==> config.mk <==
export PLATFORM = sky130hd
export DESIGN_NAME = atn_irq_mask
export DESIGN_NICKNAME = d
export VERILOG_FILES = /design/src/rtl/atn_irq_mask_pkg.sv /design/src/rtl/atn_irq_host_wr.sv /design/src/rtl/atn_irq_rsp_stage.sv /design/src/rtl/atn_irq_sms_stage.sv /design/src/rtl/atn_irq_mask.sv
export SDC_FILE = /design/constraint.sdc
export NUM_CORES = 1
export LEC_CHECK = 0
export BUFFER_PORTS_ARGS = -buffer_cell sky130_fd_sc_hd__buf_2
export CAP_MARGIN = 20
export CELL_PAD_IN_SITES_DETAIL_PLACEMENT = 1
export CELL_PAD_IN_SITES_GLOBAL_PLACEMENT = 1
export CORE_UTILIZATION = 21
export CTS_BUF_LIST = sky130_fd_sc_hd__clkbuf_4 sky130_fd_sc_hd__clkbuf_8
export DETAILED_ROUTE_END_ITERATION = 8
export PLACE_DENSITY_LB_ADDON = 0.15
export SYNTH_ARGS = -nofsm -noshare
export SYNTH_HDL_FRONTEND = slang
export SYNTH_SLANG_ARGS = --single-unit
export TNS_END_PERCENT = 1
==> constraint.sdc <==
create_clock -name clk -period 1.4 [get_ports clk]
set_input_delay 0.21 -clock clk [delete_from_list [all_inputs] [get_ports clk]]
set_output_delay 0.21 -clock clk [all_outputs]
set_load 0.02 [all_outputs]
==> src/rtl/atn_irq_mask_pkg.sv <==
package atn_irq_mask_pkg;
   typedef struct packed {
      logic en;
      logic pend;
   } mask_st_t;

   localparam mask_st_t MASK_ST_IDLE = '{en: 1'b0, pend: 1'b0};
endpackage

==> src/rtl/atn_irq_host_wr.sv <==
module atn_irq_host_wr
   import atn_irq_mask_pkg::*;
(
   input  mask_st_t st_i,
   input  logic     we,
   input  logic     wr_en_bit,
   input  logic     wr_pend_bit,
   input  logic     atn_any,
   output mask_st_t st_o
);
   always_comb begin
      st_o = st_i;
      if (we) begin
         if (wr_en_bit != st_i.en) begin
            if (wr_en_bit) begin
               if (atn_any) st_o.pend = 1'b1;
               st_o.en = 1'b1;
            end else begin
               st_o.pend = 1'b0;
               st_o.en   = 1'b0;
            end
         end
         if (wr_pend_bit && st_o.pend) st_o.pend = 1'b0;
      end
   end
endmodule

==> src/rtl/atn_irq_rsp_stage.sv <==
module atn_irq_rsp_stage
   import atn_irq_mask_pkg::*;
(
   input  mask_st_t st_i,
   input  logic     rsp,
   input  logic     gate,
   output mask_st_t st_o
);
   always_comb begin
      st_o = st_i;
      if (rsp && gate && st_i.en && !st_i.pend) st_o.pend = 1'b1;
   end
endmodule

==> src/rtl/atn_irq_sms_stage.sv <==
module atn_irq_sms_stage
   import atn_irq_mask_pkg::*;
(
   input  mask_st_t st_i,
   input  logic     sms_i,
   input  logic     req,
   input  logic     val,
   input  logic     raise,
   input  logic     gate,
   input  logic     resp_atn,
   output mask_st_t st_o,
   output logic     sms_o
);
   always_comb begin
      st_o  = st_i;
      sms_o = sms_i;
      if (req && (val != sms_i)) begin
         sms_o = val;
         if (val) begin
            if (raise && gate && !resp_atn && st_i.en) st_o.pend = 1'b1;
         end else if (!resp_atn && st_i.pend) begin
            st_o.pend = 1'b0;
         end
      end
   end
endmodule

==> src/rtl/atn_irq_mask.sv <==
module atn_irq_mask
   import atn_irq_mask_pkg::*;
#(
   parameter int unsigned REG_W        = 8,
   parameter int unsigned EN_BIT       = 0,
   parameter int unsigned PEND_BIT     = 1,
   parameter bit          IRQ_ACT_HIGH = 1'b1
) (
   input  logic             clk,
   input  logic             rst_n,
   input  logic             host_mask_we,
   input  logic [REG_W-1:0] host_mask_wdata,
   output logic [REG_W-1:0] host_mask_rdata,
   input  logic             rsp_ready,
   input  logic             sms_req,
   input  logic             sms_val,
   input  logic             sms_raise,
   input  logic             resp_atn,
   input  logic             glb_irq_en,
   input  logic             irq_strap,
   input  logic             rst_req,
   input  logic             rst_cold,
   output logic             sms_atn,
   output logic             irq
);
   localparam int unsigned MIN_W = ((EN_BIT > PEND_BIT) ? EN_BIT : PEND_BIT) + 1;

   if (REG_W < MIN_W) begin : g_bad_width
      $error("atn_irq_mask: REG_W too small for the bit positions");
   end
   if (EN_BIT == PEND_BIT) begin : g_bad_pos
      $error("atn_irq_mask: enable and pending bits must differ");
   end

   mask_st_t st_q, st_wr, st_rsp, st_sms, st_d;
   logic     sms_q, sms_nx, sms_d;
   logic     gate;
   logic     unused_wbits;

   assign gate         = irq_strap & glb_irq_en;
   assign unused_wbits = ^host_mask_wdata;

   atn_irq_host_wr u_host_wr (
      .st_i        (st_q),
      .we          (host_mask_we),
      .wr_en_bit   (host_mask_wdata[EN_BIT]),
      .wr_pend_bit (host_mask_wdata[PEND_BIT]),
      .atn_any     (resp_atn | sms_q),
      .st_o        (st_wr)
   );

   atn_irq_rsp_stage u_rsp (
      .st_i (st_wr),
      .rsp  (rsp_ready),
      .gate (gate),
      .st_o (st_rsp)
   );

   atn_irq_sms_stage u_sms (
      .st_i     (st_rsp),
      .sms_i    (sms_q),
      .req      (sms_req),
      .val      (sms_val),
      .raise    (sms_raise),
      .gate     (gate),
      .resp_atn (resp_atn),
      .st_o     (st_sms),
      .sms_o    (sms_nx)
   );

   always_comb begin
      st_d  = st_sms;
      sms_d = sms_nx;
      if (rst_req) begin
         sms_d = sms_q;
         st_d  = rst_cold ? MASK_ST_IDLE : st_q;
      end
   end

   always_ff @(posedge clk or negedge rst_n) begin
      if (!rst_n) begin
         st_q  <= MASK_ST_IDLE;
         sms_q <= 1'b0;
      end else begin
         st_q  <= st_d;
         sms_q <= sms_d;
      end
   end

   for (genvar b = 0; b < REG_W; b++) begin : g_rd
      if (b == EN_BIT) begin : g_en
         assign host_mask_rdata[b] = st_q.en;
      end else if (b == PEND_BIT) begin : g_pend
         assign host_mask_rdata[b] = st_q.pend;
      end else begin : g_zero
         assign host_mask_rdata[b] = 1'b0;
      end
   end

   if (IRQ_ACT_HIGH) begin : g_irq_hi
      assign irq = st_q.pend;
   end else begin : g_irq_lo
      assign irq = ~st_q.pend;
   end

   assign sms_atn = sms_q;
endmodule

==> impl_results.md, run 1 <==
* First-pass GRT wire length at 903 microns
* Hold Vio Cnt, Final at 0
* Core Area at 1170 sq um
* Die H at 38.3 microns
* Via count at 278
* WL final at 676 microns
* Initial antenna violation count at 0
* Setup crit end kind: flip-flop
* Total track usage at 9.73%
* Post-synth EDFFs at 0
* Finished Layout Cells at 65
* Clock skew at 0.00669 ns
* # Max-Cap Violations at 0
* Cell Pwr Density at 1040 nW/um^2
* Routed length per instance at 10.4 microns
* Area share of the largest cell type after synthesis at 27.1%
* Share of cells above drive strength 1 at 47.1%
* Starting Density at 23.6%
* Peak supply drop at 0.434 mV
* Nets at 72
* Synth area leaders: dfrtp_1 (27%), buf_4 (19%), and4bb_2 (4.5%)
* I/O Buffers at 17
* Req. time, crit path at 1.53 ns
* Status: finished clean
* Total gr overflow at 0
* Unrepaired setup endpoints after global routing: no
* CTS tree: built
* Filler cells at 157
* Most frequent cell after synthesis: buf_4
* Ys async rst share at 100%
* Via-per-instance ratio at 4.28
* Post-CTS Resized at 0
* Yosys warnings at 0
* HP Class: input port to flip-flop
* Clock Path Buffers at 2
* Number of routed nets with antenna violations at 0
* Syn Inst Count at 31
* Die area at 1470 sq um
* Final Max Tran Viols at 0
* H-Tree Depth at 1
* Io pins at 30
* GP Congestion at 0.658
* DRC viols at 0
* Post-route cell area at 385 sq um
* Cell variety after synth at 20
* Worst-Skew Late Latency at 0.24 ns
* Total CTS buffers at 3
* Synth top cells by count: buf_4 (7), dfrtp_1 (3), inv_1 (2), nand2_1 (2), o21ai_0 (2)
* Tot Pwr at 399 uW
* Die width at 38.3 microns
* Leak at 0.206 nW
* Post-synthesis sequential area ratio at 27.1%
* Avg Cell Area, Syn at 8.92 sq um
* # diodes at 0
* Largest net degree at the start of global routing at 6
* Cell count after placement at 60
* Sink Count at 3
* Drt pass-1 iters at 1
* CTS root buffer: clkbuf_4
* Crit Path Category: flip-flop to flip-flop
* Area Growth Syn to Fin at 39.4%
* DP Worst Slack at 0.159 ns
* # setup viols final at 0
* Final period utilization at 87.4%
* Reg clk slew, reported paths at 0.04 ns
* Startpoint Class: flip-flop
* Synthesized flop and latch total at 3
* Main synth FF type: dfrtp_1
* Sequential cell area at 75.1 sq um
* Area of the mapped netlist at 277 sq um
* F_max at 817 MHz
* Leading area contributor after synthesis: dfrtp_1
* DPL Wire Length at 569 microns
* Worst setup margin at 0.177 ns
* CP Max Fanout at 5
* Initial DRC count at 0
* Final Critical Period at 1.22 ns
* Vias in the first global route at 234
* DP Area at 345 sq um
* Setup TNS at 0 ns
* FP Rows at 12
* Area of the multi-input gates at 160 sq um
* Arr. time, crit path at 1.35 ns
[placed cells by master, fill, tap and decap left out, drive strengths merged]
master,n
a2bb2oi,1
a41oi,1
and4bb,1
buf,17
clkbuf,4
conb,6
dfrtp,3
dlygate4sd3,1
inv,2
mux2,2
mux2i,1
nand2,2
nand2b,1
nand3,1
nand3b,1
nor2,1
nor2b,1
o21ai,2
o31ai,2
xor2,1
[what timing repair did]
item | CTS | global route
endpoints found under the hold margin | 3 | 0
hold buffers | 1 | 0
setup buffers | 0 | 0
[cell families after synthesis]
group / synth area share, %
simple gates: 17.6
buf+inv: 21.7
mux: 11.8
other cells: 1.36
flops: 27.1
compound gates: 17.2
xor+xnor: 3.17
[critical path: stages (launching register included)]
cell	delay [ns]
dfrtp_1	0.41
xor2_1	0.16
a41oi_1	0.24
a2bb2oi_1	0.23
o31ai_2	0.07
[final timing paths]
| path | start | to | slack [ns] | cells past startpoint |
|---|---|---|---|---|
| hold / removal | rst_req | irq$_DFFE_PN0P_ | 0.22 | 2 |
| min in group asynchronous | rst_n | sms_atn$_DFFE_PN0P_ | 0.29 | 2 |
| max in group asynchronous | rst_n | host_mask_rdata[0]$_DFFE_PN0P_ | 0.99 | 2 |
| setup reg to reg | sms_atn$_DFFE_PN0P_ | irq$_DFFE_PN0P_ | 0.18 | 4 |
| setup / recovery | sms_atn$_DFFE_PN0P_ | irq$_DFFE_PN0P_ | 0.18 | 4 |
| hold reg to reg | host_mask_rdata[0]$_DFFE_PN0P_ | host_mask_rdata[0]$_DFFE_PN0P_ | 0.57 | 2 |
[flip-flops by register name, indices dropped and copies added, names as in the netlist]
signal and count:
sms_atn 1, host_mask_rdata 1, irq 1
[per-layer routing]
metal,vias up,share of wire [%],GRT usage (%)
met5,-,0,0
met4,0,2.4,8.04
met3,3,10,4.07
met2,15,49,16.1
met1,125,38,9.22
li1,135,-,-
[power by group]
group	total, mW	internal (mW)	leakage (nW)	switching [mW]
logic	0.109	0.0461	0.149	0.0631
clock network	0.182	0.127	0.0184	0.0553
registers	0.108	0.0970	0.0381	0.0110
total	0.399	0.270	0.206	0.129
[per-stage QoR]
stage	hold WS, ns	utilization (%)
global placement	0.00543	29.5
CTS	0.215	32.9
finish	0.218	32.9
detailed placement	0.00923	29.5
global route	0.223	32.9
floorplan	-0.0856	-
[area by class of cell]
cell class	count	area share, %
Tap cell	14	4.55
Inverter	2	1.95
Clock buffer	4	7.79
Sequential cell	3	19.5
Multi-Input combinational cell	24	41.6
Timing Repair Buffer	18	24.7
(Power assumes the default switching activity.)
==> run 2: changes to the inputs <==
- CORE_UTILIZATION: 21 -> 19
- SKIP_LAST_GASP: default -> 1
- clock period: 1.4 -> 1.1 ns (I/O delays scaled with it)
==> run 2 against run 1 <==
The flow now finishes with violations (setup timing). Sequential share of layout area fell by 0.64 points. Via count up 1.8%. Design area up 6.8%. Worst setup slack got worse by 0.19 ns.
==> impl_results.md, run 2 (synthesis gave the netlist of run 1 again) <==
* Clock skew at 0.00202 ns (-0.00468 ns)
* Post-CTS Setup Bufs at 0 (unchanged)
* Number of routed nets with antenna violations at 0 (unchanged)
* Crit Path Category: flip-flop to flip-flop
* GP Congestion at 0.715 (+8.8%)
* DRC viols at 0 (unchanged)
* Die area at 1610 sq um (+10%)
* Failing checks: setup timing
* # setup viols final at 2 (+2)
* DPL Wire Length at 555 microns (-2.6%)
* Post-route cell area at 412 sq um (+6.8%)
* F_max at 896 MHz (+9.6%)
* I/O Buffers at 17 (unchanged)
* Die H at 40.2 microns (+4.9%)
* Leak at 0.213 nW (+3.4%)
* CTS root buffer: clkbuf_4
* FP Rows at 13 (+1)
* Total gr overflow at 0 (unchanged)
* Final period utilization at 101% (+14 points)
* WL final at 698 microns (+3.3%)
* Core Area at 1330 sq um (+14%)
* Io pins at 30 (unchanged)
* # diodes at 0 (unchanged)
* Worst-Skew Late Latency at 0.24 ns (about the same)
* Req. time, crit path at 1.22 ns (-0.31 ns)
* Vias in the first global route at 273 (+17%)
* Peak supply drop at 0.509 mV (+17%)
* Hold depth at 2 (unchanged)
* Startpoint Class: flip-flop
* Worst setup margin at -0.0163 ns (-0.193 ns)
* Reg2Reg Setup Slack at -0.02 ns (-0.19 ns)
* Largest net degree at the start of global routing at 6 (unchanged)
* HP Class: input port to flip-flop
* Setup crit end kind: flip-flop
* Final Critical Period at 1.12 ns (-0.107 ns)
* Sink Count at 3 (unchanged)
* Via count at 283 (+1.8%)
* Share of cells above drive strength 1 at 57.7% (+11 points)
* Routed length per instance at 10.4 microns (+0.17%)
* CTS tree: built
* Final Max Tran Viols at 0 (unchanged)
* Unrepaired setup endpoints after global routing: yes
* Starting Density at 20.7% (-2.9 points)
* Path depth of the worst reg2reg path at 4 (unchanged)
* Filler cells at 173 (+10%)
* Total CTS buffers at 3 (unchanged)
* Most common cell after layout, fill and taps aside: buf_2
* Reg clk slew, reported paths at 0.04 ns (about the same)
* Via-per-instance ratio at 4.22 (-1.2%)
* Nets at 73 (+1.4%)
* Drt pass-1 iters at 1 (unchanged)
* Initial antenna violation count at 0 (unchanged)
* Status: finished, violations left
* Arr. time, crit path at 1.23 ns (-0.12 ns)
* Hold slack at 0.186 ns (-0.0322 ns)
* Most frequent cells in the layout: buf_2 (17), conb_1 (6), clkbuf_4 (4)
* Area Growth Syn to Fin at 48.9%
* Clock Path Buffers at 2 (unchanged)
* Die width at 40.2 microns (+4.9%)
* H-Tree Depth at 1 (unchanged)
* Initial DRC count at 0 (unchanged)
* DP Area at 372 sq um (+7.6%)
* First-pass GRT wire length at 1100 microns (+21%)
* Hold Vio Cnt, Final at 0 (unchanged)
* Cell Pwr Density at 1250 nW/um^2 (+21%)
* # Max-Cap Violations at 0 (unchanged)
* DP Worst Slack at -0.0403 ns (-0.199 ns)
* Total track usage at 11.3% (+1.6 points)
* CP Max Fanout at 5 (unchanged)
run 2: cell types whose count changed in the layout (fill, tap and decap cells not counted):
cell	previous run	this run
a2bb2oi_1	1	0
nand3_2	0	1
a2bb2oi_2	0	1
dfrtp_1	3	1
o21ai_0	2	1
mux2_1	1	0
mux2_4	0	1
dfrtp_2	0	2
buf_4	0	1
o21ai_1	0	1
nand3_1	1	0
run 2: routing by layer:
layer	up-vias	wire, microns	GRT usage, %
li1	137	-	-
met1	127	304	10.3
met2	19	318	17.3
met3	0	75	10.0
met4	0	0	5.17
met5	-	0	0
run 2: critical path: stages (launching register included):
cell,delay [ns]
dfrtp_2,0.42
xor2_1,0.15
a41oi_1,0.19
a2bb2oi_2,0.17
o31ai_2,0.07
run 2: cell type report:
class | count | area, sq um | area share (%)
clock buffer | 4 | 30.0 | 7.29
inverter | 2 | 7.51 | 1.82
multi-input combinational | 24 | 175 | 42.6
sequential | 3 | 77.6 | 18.8
tap | 15 | 18.8 | 4.56
timing repair buffer | 19 | 103 | 24.9
run 2: through the flow:
stage	cells	util [%]	TNS [ns]	power [mW]
2_1_floorplan	36	-	-0.0133	0.252
6_report	67	30.9	-0.0190	0.516
3_5_place_dp	62	27.9	-0.0403	0.293
4_1_cts	67	30.9	-0.0618	0.530
3_3_place_gp	62	27.9	-0.0180	0.290
5_1_grt	67	30.9	-0.0976	0.555
run 2: worst paths after layout:
kind | start | end
worst max-delay path | sms_atn$_DFFE_PN0P_ | irq$_DFFE_PN0P_
worst min-delay path | rst_req | irq$_DFFE_PN0P_
worst max register to register | sms_atn$_DFFE_PN0P_ | irq$_DFFE_PN0P_
min in group asynchronous | rst_n | sms_atn$_DFFE_PN0P_
max in group asynchronous | rst_n | host_mask_rdata[0]$_DFFE_PN0P_
worst min register to register | sms_atn$_DFFE_PN0P_ | sms_atn$_DFFE_PN0P_
run 2: repair_timing:
item | in CTS | in global routing
hold endpoints to repair | 3 | 0
hold buffers | 1 | 0
pin swaps | 0 | 0
endpoints found under the setup margin | 2 | 2
gates resized for setup | 0 | 1
run 2: where the power goes:
group / switching (mW) / internal [mW]
registers: 0.0160 / 0.125
clock network: 0.0619 / 0.161
logic: 0.0836 / 0.0684
==> run 3: changes to the inputs <==
- CELL_PAD_IN_SITES_DETAIL_PLACEMENT: 1 -> 2
- CELL_PAD_IN_SITES_GLOBAL_PLACEMENT: 1 -> 2
- CORE_ASPECT_RATIO: default -> 0.8
- CORE_UTILIZATION: 19 -> 14
==> run 3 against run 2 <==
The run still ends with setup timing left. Hold slack improved by 0.014 ns. Worst setup slack got worse by 0.0060 ns. First-iteration DRC count rose by 1. Non-clock buffer count fell by 1. Via count fell by 5.7%. Global-route usage fell by 3.8 points. Design area rose by 4.0%. Maximum frequency fell by 0.53%. Cell count rose by 9.0%. Critical path depth did not move. Critical path type unchanged.
==> impl_results.md, run 3 (synthesis gave the netlist of run 1 again) <==
* Leak at 0.210 nW (-1.6%)
* Most common cell after layout, fill and taps aside: buf_2
* Final Critical Period at 1.12 ns (+0.00598 ns)
* Reg2reg end: irq$_DFFE_PN0P_
* DPL Wire Length at 616 microns (+11%)
* Hold Vio Cnt, Final at 0 (unchanged)
* Worst-Skew Late Latency at 0.23 ns (about the same)
* WL final at 693 microns (-0.72%)
* Critical Path Start: sms_atn$_DFFE_PN0P_
* CP Max Fanout at 5 (unchanged)
* Number of routed nets with antenna violations at 0 (unchanged)
* Power Internal at 353 uW (-0.32%)
* Worst setup path endpoint: irq$_DFFE_PN0P_
* R2r startpoint: sms_atn$_DFFE_PN0P_
* Most frequent cells in the layout: buf_2 (17), conb_1 (6), clkbuf_4 (4)
* Comb pwr share at 30.4% (+0.9 points)
* # Max-Cap Violations at 0 (unchanged)
* Initial DRC count at 1 (+1)
* Setup TNS at -0.0223 ns (-0.00325 ns)
* Nets at 72 (-1.4%)
* F_max at 891 MHz (-0.53%)
* Io pins at 30 (unchanged)
* Fin util at 24.6% (-6.3 points)
* Die width at 51.7 microns (+29%)
* CTS tree: built
* Filler cells at 210 (+21%)
* Die H at 41.8 microns (+4.0%)
* Via count at 267 (-5.7%)
* Flop pwr share at 28.0% (+0.6 points)
* # setup viols final at 1 (-1)
* Area Growth Syn to Fin at 54.8%
* Cell Pwr Density at 1190 nW/um^2 (-4.9%)
* Switching share of power at 30.7% (-0.57 points)
* DP Worst Slack at -0.0563 ns (-0.0159 ns)
* Final period utilization at 102% (+0.54 points)
* Starting Density at 15.9% (-4.8 points)
* Total gr overflow at 0 (unchanged)
* # diodes at 0 (unchanged)
* Post-route cell area at 428 sq um (+4.0%)
* Clock power share at 41.5% (-1.6 points)
* Peak supply drop at 0.463 mV (-9.1%)
* Hold slack at 0.200 ns (+0.0141 ns)
* Clock Path Buffers at 2 (unchanged)
* Post-CTS Setup Bufs at 0 (unchanged)
* Setup crit end kind: flip-flop
* Routed length per instance at 9.49 microns (-8.9%)
* CTS root buffer: clkbuf_4
* DRC viols at 0 (unchanged)
* Clock skew at 0.000318 ns (-0.00170 ns)
* Total CTS buffers at 3 (unchanged)
* Failing checks: setup timing
* Unrepaired setup endpoints after global routing: yes
* DP Area at 373 sq um (+0.34%)
* GP Congestion at 0.658 (-8.0%)
* Largest net degree at the start of global routing at 6 (unchanged)
* Sink Count at 3 (unchanged)
* Path depth of the worst reg2reg path at 4 (unchanged)
* Startpoint Class: flip-flop
* Reg clk slew, reported paths at 0.04 ns (about the same)
* H-Tree Depth at 1 (unchanged)
* Final Max Tran Viols at 0 (unchanged)
* Vias in the first global route at 281 (+2.9%)
* HP Class: input port to flip-flop
* Drt pass-1 iters at 2 (+1)
* Switching pwr at 157 uW (-2.9%)
* Via-per-instance ratio at 3.66 (-13%)
* Crit Path Category: flip-flop to flip-flop
* Core Area at 1740 sq um (+30%)
* Share of cells above drive strength 1 at 60.8% (+3.1 points)
* FP Rows at 13 (unchanged)
* Arr. time, crit path at 1.26 ns (+0.03 ns)
* Total track usage at 7.47% (-3.8 points)
* First-pass GRT wire length at 1190 microns (+8.1%)
* Status: finished, violations left
* Die area at 2160 sq um (+34%)
* Worst setup margin at -0.0223 ns (-0.00598 ns)
* Initial antenna violation count at 0 (unchanged)
* Reg2Reg Setup Slack at -0.02 ns (about the same)
* Req. time, crit path at 1.23 ns (about the same)
* I/O Buffers at 17 (unchanged)
[run 3: cell types whose count changed in the layout (fill, tap and decap cells not counted)]
cell,delta
a41oi_1,-1
a41oi_2,+1
buf_4,-1
xor2_1,-1
xor2_2,+1
[run 3: layer usage]
| layer | up-vias | global-route usage [%] | part of all wire, % |
|---|---|---|---|
| met4 | 0 | 4.86 | 0 |
| met5 | - | 0 | 0 |
| met1 | 125 | 8.70 | 41 |
| met3 | 0 | 1.47 | 5.6 |
| li1 | 133 | - | - |
| met2 | 9 | 12.2 | 53 |
[run 3: worst min path at each step]
stage	startpoint	to	slack [ns]	cells past startpoint
CTS	rst_req	irq$_DFFE_PN0P_	0.20	2
global route	rst_req	irq$_DFFE_PN0P_	0.22	2
floorplan	rst_n	host_mask_rdata[0]$_DFFE_PN0P_	-0.13	0
detailed placement	rst_n	irq$_DFFE_PN0P_	-0.04	1
finish	rst_req	irq$_DFFE_PN0P_	0.20	2
global placement	rst_n	irq$_DFFE_PN0P_	-0.04	1
[run 3: per-stage QoR]
step / power (mW) / std cells
finish: 0.510 / 73
global route: 0.547 / 73
CTS: 0.524 / 73
detailed placement: 0.292 / 68
global placement: 0.288 / 68
floorplan: 0.252 / 36
[run 3: layout make-up]
type / instances / area [sq um] / area share [%]
Multi-Input combinational cell: 24 / 190 / 44.4
Inverter: 2 / 7.51 / 1.75
Clock buffer: 4 / 30.0 / 7.02
Timing Repair Buffer: 18 / 95.1 / 22.2
Tap cell: 22 / 27.5 / 6.43
Sequential cell: 3 / 77.6 / 18.1
[run 3: critical path, stage by stage, from the launching register on]
cell and delay [ns]:
dfrtp_2 0.43, xor2_2 0.15, a41oi_2 0.12, a2bb2oi_2 0.15, o31ai_2 0.18
[run 3: power groups by stage]
stage	clock, mW	combinational (mW)	sequential, mW
final	0.212	0.155	0.143
after global routing	0.231	0.171	0.145
after CTS	0.223	0.158	0.143
after detailed placement	0	0.149	0.143
after global placement	0	0.146	0.142
after floorplan	0	0.0962	0.155
[run 3: timing repair]
| action | 4_1_cts | 5_1_grt |
|---|---|---|
| endpoints found under the hold margin | 3 | 0 |
| endpoints found under the setup margin | 1 | 1 |
| resized for setup | 2 | 1 |
| pin swaps | 0 | 0 |
| hold buffers | 1 | 0 |
| gates cloned | 0 | 0 |
